<file path="config.mk">
export PLATFORM = sky130hd
export DESIGN_NAME = paged_xlate
export DESIGN_NICKNAME = d
export VERILOG_FILES = /design/src/rtl/pxlate_pkg.sv /design/src/rtl/xlate_ctrl.sv /design/src/rtl/xlate_datapath.sv /design/src/rtl/paged_xlate.sv
export SDC_FILE = /design/constraint.sdc
export NUM_CORES = 1
export LEC_CHECK = 0
export ABC_AREA = 1
export BUFFER_PORTS_ARGS = -buffer_cell sky130_fd_sc_hd__buf_2
export CELL_PAD_IN_SITES_DETAIL_PLACEMENT = 1
export CELL_PAD_IN_SITES_GLOBAL_PLACEMENT = 1
export CORE_ASPECT_RATIO = 1.25
export CORE_UTILIZATION = 45
export CTS_CLUSTER_SIZE = 30
export DETAILED_ROUTE_END_ITERATION = 8
export PLACE_DENSITY_LB_ADDON = 0.1
export RECOVER_POWER = 50
export SYNTH_ARGS = -nofsm -noshare
export SYNTH_HDL_FRONTEND = slang
export SYNTH_SLANG_ARGS = --single-unit
</file>
<file path="constraint.sdc">
create_clock -name clk -period 5.15 [get_ports clk]
set_input_delay 1.545 -clock clk [delete_from_list [all_inputs] [get_ports clk]]
set_output_delay 1.545 -clock clk [all_outputs]
set_load 0.01 [all_outputs]
</file>
<file path="src/rtl/pxlate_pkg.sv">
package pxlate_pkg;

  typedef enum logic [1:0] {
    ACC_READ  = 2'b00,
    ACC_WRITE = 2'b01,
    ACC_EXEC  = 2'b10,
    ACC_RSVD  = 2'b11
  } accKind_t;

  // permission bits supplied by software
  typedef struct packed {
    logic present;
    logic writable;
    logic userOk;
    logic noExec;
  } pagePerm_t;

  // status bits maintained by the hardware
  typedef struct packed {
    logic accessed;
    logic dirty;
  } pageStat_t;

  // strobes from control to datapath
  typedef struct packed {
    logic rspLoad;
    logic pageFault;
    logic protFault;
    logic setAccessed;
    logic setDirty;
  } xlateStrobe_t;

endpackage

</file>
<file path="src/rtl/xlate_ctrl.sv">
module xlate_ctrl
  import pxlate_pkg::*;
#(
  parameter int PN_W  = 20,
  parameter int DEPTH = 16,
  parameter int IDX_W = 4
) (
  input  logic             reqValid,
  input  logic [PN_W-1:0]  pageNum,
  input  logic [1:0]       reqAccess,
  input  logic             reqUser,
  input  pagePerm_t        lkPerm,
  input  logic             tblWrEn,
  input  logic [IDX_W-1:0] tblWrIdx,
  output xlateStrobe_t     strobe
);

  logic inRange;
  logic isWrite;
  logic isExec;
  logic pgFault;
  logic prFault;
  logic collide;
  logic [IDX_W-1:0] lkIdx;

  assign lkIdx   = pageNum[IDX_W-1:0];
  assign inRange = (pageNum < PN_W'(DEPTH));
  assign isWrite = (accKind_t'(reqAccess) == ACC_WRITE);
  assign isExec  = (accKind_t'(reqAccess) == ACC_EXEC);

  always_comb begin
    pgFault = !inRange || !lkPerm.present;
    prFault = 1'b0;
    if (!pgFault) begin
      if (isWrite && !lkPerm.writable) prFault = 1'b1;
      if (isExec && lkPerm.noExec)     prFault = 1'b1;
      if (reqUser && !lkPerm.userOk)   prFault = 1'b1;
    end
  end

  // software write to the same entry wins over the status update
  assign collide = tblWrEn && (tblWrIdx == lkIdx);

  always_comb begin
    strobe             = '0;
    strobe.rspLoad     = reqValid;
    strobe.pageFault   = reqValid && pgFault;
    strobe.protFault   = reqValid && prFault;
    strobe.setAccessed = reqValid && !pgFault && !prFault && !collide;
    strobe.setDirty    = reqValid && !pgFault && !prFault && !collide && isWrite;
  end

endmodule

</file>
<file path="src/rtl/xlate_datapath.sv">
module xlate_datapath
  import pxlate_pkg::*;
#(
  parameter int DEPTH   = 16,
  parameter int IDX_W   = 4,
  parameter int FRAME_W = 20,
  parameter int OFF_W   = 12
) (
  input  logic               clk,
  input  logic               rstN,
  input  xlateStrobe_t       strobe,
  input  logic [IDX_W-1:0]   lkIdx,
  input  logic [OFF_W-1:0]   pageOff,
  output pagePerm_t          lkPerm,
  input  logic               tblWrEn,
  input  logic [IDX_W-1:0]   tblWrIdx,
  input  logic [FRAME_W-1:0] tblWrFrame,
  input  pagePerm_t          tblWrPerm,
  input  logic [IDX_W-1:0]   tblRdIdx,
  output logic [FRAME_W-1:0] tblRdFrame,
  output pageStat_t          tblRdStat,
  output logic               rspValid,
  output logic [FRAME_W+OFF_W-1:0] rspPaddr,
  output logic               rspPageFault,
  output logic               rspProtFault
);

  localparam int PA_W = FRAME_W + OFF_W;

  logic [FRAME_W-1:0] frameArr [DEPTH];
  pagePerm_t          permArr  [DEPTH];
  pageStat_t          statArr  [DEPTH];

  for (genvar g = 0; g < DEPTH; g++) begin : g_entry
    logic [FRAME_W-1:0] frameQ;
    pagePerm_t          permQ;
    pageStat_t          statQ;
    logic               wrHit;
    logic               updHit;

    assign wrHit  = tblWrEn && (tblWrIdx == IDX_W'(g));
    assign updHit = strobe.setAccessed && (lkIdx == IDX_W'(g));

    always_ff @(posedge clk or negedge rstN) begin
      if (!rstN) begin
        frameQ <= '0;
        permQ  <= '0;
        statQ  <= '0;
      end else if (wrHit) begin
        frameQ <= tblWrFrame;
        permQ  <= tblWrPerm;
        statQ  <= '0;
      end else if (updHit) begin
        statQ.accessed <= 1'b1;
        if (strobe.setDirty) statQ.dirty <= 1'b1;
      end
    end

    assign frameArr[g] = frameQ;
    assign permArr[g]  = permQ;
    assign statArr[g]  = statQ;
  end

  assign lkPerm     = permArr[lkIdx];
  assign tblRdFrame = frameArr[tblRdIdx];
  assign tblRdStat  = statArr[tblRdIdx];

  // concatenation only: frame sits above the untouched offset
  logic [PA_W-1:0] paddrNext;
  assign paddrNext = (strobe.pageFault || strobe.protFault) ? '0
                   : {frameArr[lkIdx], pageOff};

  always_ff @(posedge clk or negedge rstN) begin
    if (!rstN) begin
      rspValid     <= 1'b0;
      rspPaddr     <= '0;
      rspPageFault <= 1'b0;
      rspProtFault <= 1'b0;
    end else begin
      rspValid     <= strobe.rspLoad;
      rspPaddr     <= strobe.rspLoad ? paddrNext : '0;
      rspPageFault <= strobe.pageFault;
      rspProtFault <= strobe.protFault;
    end
  end

endmodule

</file>
<file path="src/rtl/paged_xlate.sv">
module paged_xlate
  import pxlate_pkg::*;
#(
  parameter int VA_W    = 32,
  parameter int OFF_W   = 12,
  parameter int DEPTH   = 16,
  parameter int FRAME_W = 20,
  localparam int IDX_W  = (DEPTH > 1) ? $clog2(DEPTH) : 1,
  localparam int PN_W   = VA_W - OFF_W,
  localparam int PA_W   = FRAME_W + OFF_W
) (
  input  logic               clk,
  input  logic               rstN,
  input  logic               reqValid,
  input  logic [VA_W-1:0]    reqVaddr,
  input  logic [1:0]         reqAccess,
  input  logic               reqUser,
  output logic               rspValid,
  output logic [PA_W-1:0]    rspPaddr,
  output logic               rspPageFault,
  output logic               rspProtFault,
  input  logic               tblWrEn,
  input  logic [IDX_W-1:0]   tblWrIdx,
  input  logic [FRAME_W-1:0] tblWrFrame,
  input  logic               tblWrPresent,
  input  logic               tblWrWritable,
  input  logic               tblWrUser,
  input  logic               tblWrNoExec,
  input  logic [IDX_W-1:0]   tblRdIdx,
  output logic [FRAME_W-1:0] tblRdFrame,
  output logic               tblRdAccessed,
  output logic               tblRdDirty
);

  logic [PN_W-1:0]  pageNum;
  logic [OFF_W-1:0] pageOff;
  logic [IDX_W-1:0] lkIdx;
  pagePerm_t        lkPerm;
  pagePerm_t        wrPerm;
  pageStat_t        rdStat;
  xlateStrobe_t     strobe;

  assign pageNum = reqVaddr[VA_W-1:OFF_W];
  assign pageOff = reqVaddr[OFF_W-1:0];
  assign lkIdx   = pageNum[IDX_W-1:0];

  assign wrPerm = '{present: tblWrPresent, writable: tblWrWritable,
                    userOk: tblWrUser, noExec: tblWrNoExec};

  xlate_ctrl #(.PN_W(PN_W), .DEPTH(DEPTH), .IDX_W(IDX_W)) u_ctrl (
    .reqValid (reqValid),
    .pageNum  (pageNum),
    .reqAccess(reqAccess),
    .reqUser  (reqUser),
    .lkPerm   (lkPerm),
    .tblWrEn  (tblWrEn),
    .tblWrIdx (tblWrIdx),
    .strobe   (strobe)
  );

  xlate_datapath #(.DEPTH(DEPTH), .IDX_W(IDX_W), .FRAME_W(FRAME_W),
                   .OFF_W(OFF_W)) u_dp (
    .clk         (clk),
    .rstN        (rstN),
    .strobe      (strobe),
    .lkIdx       (lkIdx),
    .pageOff     (pageOff),
    .lkPerm      (lkPerm),
    .tblWrEn     (tblWrEn),
    .tblWrIdx    (tblWrIdx),
    .tblWrFrame  (tblWrFrame),
    .tblWrPerm   (wrPerm),
    .tblRdIdx    (tblRdIdx),
    .tblRdFrame  (tblRdFrame),
    .tblRdStat   (rdStat),
    .rspValid    (rspValid),
    .rspPaddr    (rspPaddr),
    .rspPageFault(rspPageFault),
    .rspProtFault(rspProtFault)
  );

  assign tblRdAccessed = rdStat.accessed;
  assign tblRdDirty    = rdStat.dirty;

endmodule

</file>
---- Word-level counts from Yosys, hierarchy flattened ----
Index checks and enable logic that the tools add are counted.
storage, ports and cells
  output and inout port bits .............. 57
  flip-flop bits (word level) ............. 451
cells by class
  bitwise logic cells ..................... 2
  muxes and demuxes ....................... 51
  reduce and logical (&&, ||, !) cells .... 101
  order comparisons ....................... 3
  equality and inequality tests ........... 33
operators by type and width
  kind                                                                            count
  20-bit binary-select mux with 4-bit select                                      2
  20-bit two-way mux                                                              4
  2-bit two-way mux                                                               34
  4-bit == test (second input constant)                                           16
  32-bit two-way mux                                                              2
  2-bit nonzero test                                                              32
  1-bit logical AND                                                               42
  4-bit by 3-bit == test with 1-bit output (second input constant)                8
  2-bit AND reduction                                                             16
  20-bit by 5-bit less-than comparator with 1-bit output (second input constant)  1
  4-bit binary-select mux with 4-bit select                                       1
  4-bit by 2-bit == test with 1-bit output (second input constant)                4
  5-bit >= comparator (second input constant)                                     2
  4-bit inverter with 5-bit output                                                2
  2-bit binary-select mux with 4-bit select                                       1
  4-bit by 1-bit == test with 1-bit output (second input constant)                2
  4-bit logical NOT                                                               2
  4-bit two-way mux                                                               2
  1-bit logical NOT                                                               7
  1-bit two-way mux                                                               5
  4-bit == test                                                                   1
  2-bit by 1-bit == test with 1-bit output (second input constant)                1
  2-bit == test (second input constant)                                           1
  1-bit logical OR                                                                2

---- Longest topological paths before layout ----
Gate-level depths: netlist of the first run.
  depth after elaboration ................. 17
  depth in mapped cells ................... 16
  mapped depth without buffers ............ 13

---- Modules after synthesis ----
From an unflattened synthesis of the first run, not the netlist that was laid out.
second synthesis, totals
  cells, all modules ...................... 3387
  area, all modules ....................... 24045.6 um^2
modules (own cells, without submodules)
  module          area an instance (um^2)  sequential area each (um^2)  times used  cells each
  xlate_datapath  23826.6                  11285.8                      1           3340
  xlate_ctrl      219.0                    0.0                          1           47

---- Worst setup path before layout of the first run ----
Ideal clock, no wire load.
  kind .................................... input-to-output
  from .................................... in tblRdIdx[0]
  to ...................................... out tblRdFrame[12]
  arrival time ............................ 2990 ps
  slack ................................... 615 ps
  cell stages on the path ................. 8
  data required time ...................... 3605 ps
  path buffers ............................ 4
  cell sequence ........................... buf_2 -> clkbuf_1 -> clkbuf_1 -> clkbuf_1 -> a21oi_1 -> o211ai_1 -> o211ai_1 -> nand2_1
on the way
  word-level cells in the longest chain between the ends .. 4
RTL lines
  element                                                 RTL line              RTL
  start, declared                                         paged_xlate.sv:29     input logic [IDX_W-1:0] tblRdIdx,
  4-bit inverter with 5-bit output (not written as such)  xlate_datapath.sv:65  assign tblRdFrame = frameArr[tblRdIdx];
  20-bit binary-select mux with 4-bit select              xlate_datapath.sv:65
  20-bit two-way mux (not written as such) (2 in a row)   xlate_datapath.sv:65
  end, declared                                           paged_xlate.sv:30     output logic [FRAME_W-1:0] tblRdFrame,
No other way between the ends. The select of a mux whose other input is x is not followed.

---- Final worst setup path of the first run ----
  from .................................... in tblRdIdx[0]
  to ...................................... out tblRdAccessed
on the way
  word-level cells in the longest chain between the ends .. 4
RTL lines
  element                                                 RTL line              RTL
  4-bit inverter with 5-bit output (not written as such)  xlate_datapath.sv:66  assign tblRdStat = statArr[tblRdIdx];
  2-bit binary-select mux with 4-bit select               xlate_datapath.sv:66
  2-bit two-way mux (not written as such) (2 in a row)    xlate_datapath.sv:66
  end, declared                                           paged_xlate.sv:31     output logic tblRdAccessed,
No other way between the ends. The select of a mux whose other input is x is not followed.

==> flow_summary.ini, run 1 <==
[synth]
async_reset_ff_frac = 1.000
ys_warn_count = 0
syn_nets = 2896
ys_top_cells_by_area = dfrtp_1, o21ai_0, nand2_1
synth-seq-cells = 451
synth_most_common_cell = o21ai_0
synthDominantCellAreaShare = 0.5101
syn_inst = 2825
ys_seq_area_frac = 0.5101
synth-edff-count = 0
synthFlopType = dfrtp_1
synth.distinct_cells = 27
syn_area_per_cell_um2 = 7.832
synth_area_um2 = 22120
synthTopCellsByCount = o21ai_0, nand2_1, dfrtp_1, inv_1, a21oi_1
synth_top_area_cell = dfrtp_1

[timing]
finalCritPeriodShare = 0.8753
rsz0062_at_grt = no
setup_viol = 0
tns_ps = 0
hold_violations = 0
worstMarginPinSlew_ps = 2940
layout_min_cycle_time_ps = 4508
slew_headroom = -0.9602
setup_slack_ps = 642.2
drv_slew = 111
fmax_mhz = 221.8
fin_skew_ps = 17.11

[grt]
grt_pass1_wl_um = 129400
grt_max_degree = 100
antenna_found_initial = 3
grt_pass1_vias = 22140
grt_overflow = 0
grt_use_total = 0.3330

[critical_path]
critPathArrivalTime_ps = 2960
crit_type = in2out
crit_buf_inv = 3
start_kind = input pin
slowest_delay_ps = 300
critPathLaunch = tblRdIdx[0]
cp.required_ps = 3610
critPathTopFamily = buffers and inverters
cp_max_fo = 61
cp_slowest_cell = buf_12
end_kind = output port
cp_cell_sequence = buf_8 > buf_12 > nor2_1 > a21oi_1 > o21ai_0 > o221ai_1 > nand2_1 > buf_2
reg2reg_from = u_dp.g_entry[5].permQ[3]

[hold_path]
holdCritPathClass = reg2reg
min_from = u_dp.g_entry[4].permQ[3]

[status]
status = finished with violations
violations = capacitance limit, slew limit

[layout]
drive_gt1_frac = 0.09703
areaGrowthSynthToFinish_pct = 12.83
final_nets = 2902

[detailed_routing]
drc = 0
drt-initial-drc-count = 1544
viasPerCell = 6.049
highest_layer = met5
wl_met3_um = 4761
drt_pass1_iterations = 5
wirelength_um = 82970
met1Wirelength_um = 35300
vias = 21240
wl_per_cell_um = 23.63
route.antenna.remaining_nets = 0
routed-wl-met2_um = 39890

[cts]
clkTransAtPathRegs_ps = 60
root_buffer = clkbuf_16
cts_tree = done
ctsLongestPathBuffers = 3
cts_buffers = 49
clock_latency_ps = 600
clock_sinks = 451
htree_levels = 2
cts-resized-gates = 0
post_cts_buffers = 0
hold_buffers = 0

[job]
maxCapViolations = 2

[floorplanning]
rows = 90
start_util = 0.4569
coreArea_um2 = 48420
die_w_um = 200.3
die_area_um2 = 50060
die_y_um = 249.9
boundaryPins = 128

[place]
port_buffers = 127
dp_slack_ps = 657.2
gp_congestion = 0.8158
place_hpwl_um = 47510

[power_and_ir_drop]
vdd_drop_max_uv = 213.9
power_density_nw_per_um2 = 405.1
p_leak_uw = 0.01151
[metal layers]
metal,GRT usage,vias up
met1,0.4364,10840
met3,0.05014,190
met5,0,-
met2,0.5511,730
met4,0.1381,2
li1,-,9481
[through the flow]
step | cells | utilization | total power (uW) | hold WS [ps] | cell area (um^2)
2_1_floorplan | 2825 | - | 5872 | 436.6 | 22130
3_3_place_gp | 3424 | 0.4839 | 6453 | 466.6 | 23430
3_5_place_dp | 3424 | 0.4839 | 6580 | 468.2 | 23430
4_1_cts | 3509 | 0.5166 | 10150 | 481.4 | 25020
5_1_grt | 3510 | 0.5155 | 10620 | 503.9 | 24960
6_report | 3512 | 0.5156 | 10110 | 475.5 | 24960
[state kept, by name (all words and copies together), names as in the netlist]
| signal | count |
|---|---|
| u_dp.rspValid | 1 |
| u_dp.rspPageFault | 1 |
| u_dp.g_entry.permQ | 64 |
| u_dp.rspProtFault | 1 |
| u_dp.rspPaddr | 32 |
| u_dp.g_entry.statQ | 32 |
| u_dp.g_entry.frameQ | 320 |
[path summary, 6_finish.rpt]
kind	endpoint	slack [ps]	cells past startpoint
worst max-delay path	tblRdAccessed	640	8
worst min-delay path	u_dp.g_entry[4].permQ[3]	480	2
worst max register to register	u_dp.g_entry[12].statQ[1]	2830	13
worst min register to register	u_dp.g_entry[4].permQ[3]	480	2
max in group asynchronous	u_dp.g_entry[8].statQ[1]	1130	2
min in group asynchronous	u_dp.rspPaddr[0]	1790	1
[area by class of cell]
type	instances	area, um^2
timing repair buffer	183	1244
sequential	451	11290
clock inverter	9	106.4
antenna	3	7.507
clock buffer	76	1479
multi-input combinational	1853	8936
tap	644	805.8
inverter	293	1100
fill	5870	23460
[layout by cell type, fill, tap and decap left out, drive strengths merged]
| cell type | Yosys | routed |
|---|---|---|
| o221ai | 19 | 19 |
| o22ai | 162 | 162 |
| clkinv | 7 | 7 |
| xnor2 | 1 | 1 |
| o21bai | 1 | 1 |
| nand3 | 38 | 38 |
| dfrtp | 451 | 451 |
| nor2 | 166 | 166 |
| bufinv | 0 | 2 |
| nor4 | 2 | 2 |
| nor3 | 3 | 3 |
| o21ai | 580 | 580 |
| buf | 29 | 173 |
| a21boi | 1 | 1 |
| nand2 | 553 | 553 |
| o211ai | 50 | 50 |
| inv | 286 | 293 |
| nand4 | 36 | 36 |
| clkbuf | 199 | 86 |
| and2 | 1 | 1 |
| diode | 0 | 3 |
| a21oi | 240 | 240 |
[worst reg2reg max path: stages (launching register included)]
cell     delay [ps]
dfrtp_1         330
inv_1            50
nand2_1          50
o21ai_0          80
nand2_1          80
nand2_1         100
nand2_1          80
nand2_1          50
nor3_1          420
nand3_2         230
nor2_4          120
buf_4           330
nand3_1         140
a21oi_1         180
[cells by family after synthesis]
group / Yosys count / share of synthesized area
xor gates and xnor gates: 1 / 0.0003959
and+or+nand+nor: 799 / 0.1433
AOI/OAI and AO/OA: 1053 / 0.2565
buffers and inverters: 521 / 0.08975
DFF: 451 / 0.5101
[report_power, final]
group          internal (uW)  total [uW]  switching (uW)
clock                   2060        3550            1490
combinational            662        1830            1170
sequential              4270        4730             462
total                   6990       10100            3120
(Power assumes the default switching activity.)
==> run 2: changes to the inputs <==
--- a/config.mk
+++ b/config.mk
@@ -6,13 +6,13 @@
 export NUM_CORES = 1
 export LEC_CHECK = 0
 export ABC_AREA = 1
-export BUFFER_PORTS_ARGS = -buffer_cell sky130_fd_sc_hd__buf_2
 export CELL_PAD_IN_SITES_DETAIL_PLACEMENT = 1
 export CELL_PAD_IN_SITES_GLOBAL_PLACEMENT = 1
 export CORE_ASPECT_RATIO = 1.25
 export CORE_UTILIZATION = 45
 export CTS_CLUSTER_SIZE = 30
 export DETAILED_ROUTE_END_ITERATION = 8
+export DONT_BUFFER_PORTS = 1
 export PLACE_DENSITY_LB_ADDON = 0.1
 export RECOVER_POWER = 50
 export SYNTH_ARGS = -nofsm -noshare
==> run 2 against run 1 <==
Flip-flop and latch count unchanged. Register-to-register slack about the same. Sequential share of layout area up 1.9 points. Via count down 4.0%. Sequential power about the same. Critical path depth down 3. Die area unchanged. Cell count down 4.5%. Total power down 2.6%. Clock skew down 3.2 ps. Non-clock buffer count down 156. The flow still finishes with violations (capacitance limit, slew limit).
==> flow_summary.ini, run 2 (synthesis gave the netlist of run 1 again) <==
[status]
status = finished with violations
violations = capacitance limit, slew limit

[power_and_ir_drop]
p_sw_uw = 2948
seq_power_share = 0.480
switching_share = 0.2994
p_leak_uw = 0.01077
p_clk_frac = 0.361
power_density_nw_per_um2 = 411.1
pwr-share-comb = 0.160
vdd_drop_max_uv = 311.6
internal_power_uw = 6898

[grt]
grt_pass1_wl_um = 127300
grt_use_total = 0.3277
grt_overflow = 0
antenna_found_initial = 0
grt_pass1_vias = 21540
grt_max_degree = 452

[critical_path]
start_kind = input pin
crit_type = in2out
end_kind = output port
crit_buf_inv = 0
cp_cell_sequence = a21oi_1 > o21ai_0 > o21ai_0 > o211ai_1 > nand2_1
cp_slowest_cell = a21oi_1
cp.depth = 5
critPathArrivalTime_ps = 3180
cp_max_fo = 352
cp.required_ps = 3610
critPathTopFamily = compound AO/OA/AOI/OAI gates
r2r_cells = 12
reg2reg_from = u_dp.g_entry[14].permQ[3]
slowest_delay_ps = 460
crit_path_frequent_cell = o21ai_0
critPathLaunch = tblRdIdx[0]

[timing]
slew_headroom = -0.8604
setup_slack_ps = 423.5
tns_ps = 0
fmax_mhz = 211.6
fin_skew_ps = 13.89
hold_violations = 0
finalCritPeriodShare = 0.9178
rsz0062_at_grt = no
worstMarginPinSlew_ps = 2791
layout_min_cycle_time_ps = 4726
hold_slack_ps = 487.1
drv_slew = 107
setup_viol = 0

[layout]
reg.largest.list = u_dp.g_entry.frameQ x320, u_dp.g_entry.permQ x64
final_nets = 2746
fillers = 5903
top_register = u_dp.g_entry.frameQ
drive_gt1_frac = 0.04869
largest_reg_flops = 320
antenna_cells = 0
areaGrowthSynthToFinish_pct = 8.251
final_cell_mix = o21ai_0, nand2_1, dfrtp_1, inv_1, a21oi_1
layout_commonest_cell = o21ai_0

[floorplanning]
rows = 90
die_y_um = 249.9
die_w_um = 200.3
die_area_um2 = 50060
coreArea_um2 = 48420
start_util = 0.4569
boundaryPins = 128

[hold_path]
holdCritPathClass = reg2reg
min_from = u_dp.g_entry[12].permQ[1]
hold_path_depth = 2

[detailed_routing]
vias = 20390
wirelength_um = 81400
wl_per_cell_um = 24.26
drt-initial-drc-count = 1657
drc = 0
route.antenna.remaining_nets = 0
viasPerCell = 6.078
drt_pass1_iterations = 5

[cts]
clock_sinks = 451
ctsLongestPathBuffers = 3
cts-resized-gates = 0
clkTransAtPathRegs_ps = 60
post_cts_buffers = 0
hold_buffers = 0
clock_latency_ps = 600
cts_tree = done
root_buffer = clkbuf_16
htree_levels = 2
cts_buffers = 49

[place]
port_buffers = 0
dp_slack_ps = 902.9
place_hpwl_um = 44410
gp_congestion = 0.8390

[job]
maxCapViolations = 2
run 2: cell types whose count changed in the layout (fill, tap and decap cells not counted), moves of 2 or more:
| cell | previous run | this run |
|---|---|---|
| nor2_1 | 155 | 153 |
| buf_4 | 34 | 22 |
| buf_12 | 16 | 3 |
| clkbuf_2 | 4 | 0 |
| buf_2 | 122 | 0 |
| diode_2 | 3 | 0 |
| clkbuf_1 | 19 | 12 |
| clkinv_2 | 6 | 12 |
| nor2_4 | 10 | 12 |
| inv_2 | 14 | 12 |
run 2: cell type report:
| cell class | count | area, um^2 | area share |
|---|---|---|---|
| sequential | 451 | 11290 | 0.4712 |
| multi-input combinational | 1853 | 8951 | 0.3737 |
| clock buffer | 72 | 1443 | 0.06023 |
| inverter | 293 | 1101 | 0.04597 |
| tap | 644 | 805.8 | 0.03364 |
| timing repair buffer | 27 | 232.7 | 0.009717 |
| clock inverter | 15 | 131.4 | 0.005485 |
run 2: power by group through the flow:
stage,Sequential [uW],Combinational [uW],Clock (uW)
final,4720,1570,3550
after CTS,4710,1580,3610
after floorplan,4630,1240,0
after global routing,4800,1810,3720
after detailed placement,4770,1560,0
after global placement,4720,1470,0
run 2: tightest hold or removal path, stage by stage, from the launching register on:
cell	delay, ps
dfrtp_1	340
nand2_1	50
o21ai_0	60
run 2: final timing paths:
path | to | slack (ps)
min in group asynchronous | u_dp.rspPaddr[0] | 650
hold / removal | u_dp.g_entry[12].permQ[1] | 490
setup / recovery | tblRdFrame[13] | 420
hold reg to reg | u_dp.g_entry[12].permQ[1] | 490
setup reg to reg | u_dp.g_entry[0].statQ[0] | 2820
max in group asynchronous | u_dp.g_entry[10].frameQ[12] | 3260
run 2: metrics by stage:
step	cells	power, uW	util	cell area (um^2)
2_1_floorplan	2825	5872	-	22130
3_3_place_gp	3268	6195	0.4624	22390
3_5_place_dp	3268	6324	0.4624	22390
4_1_cts	3355	9894	0.4949	23970
5_1_grt	3355	10330	0.4946	23950
6_report	3355	9847	0.4946	23950
run 2: layer usage:
| metal | up-vias | GRT usage | wire length (um) |
|---|---|---|---|
| met2 | 673 | 0.5415 | 38810 |
| met3 | 184 | 0.05054 | 4870 |
| met4 | 0 | 0.1276 | 3077 |
| met1 | 10370 | 0.4325 | 34640 |
| met5 | - | 0 | 0 |
| li1 | 9169 | - | - |
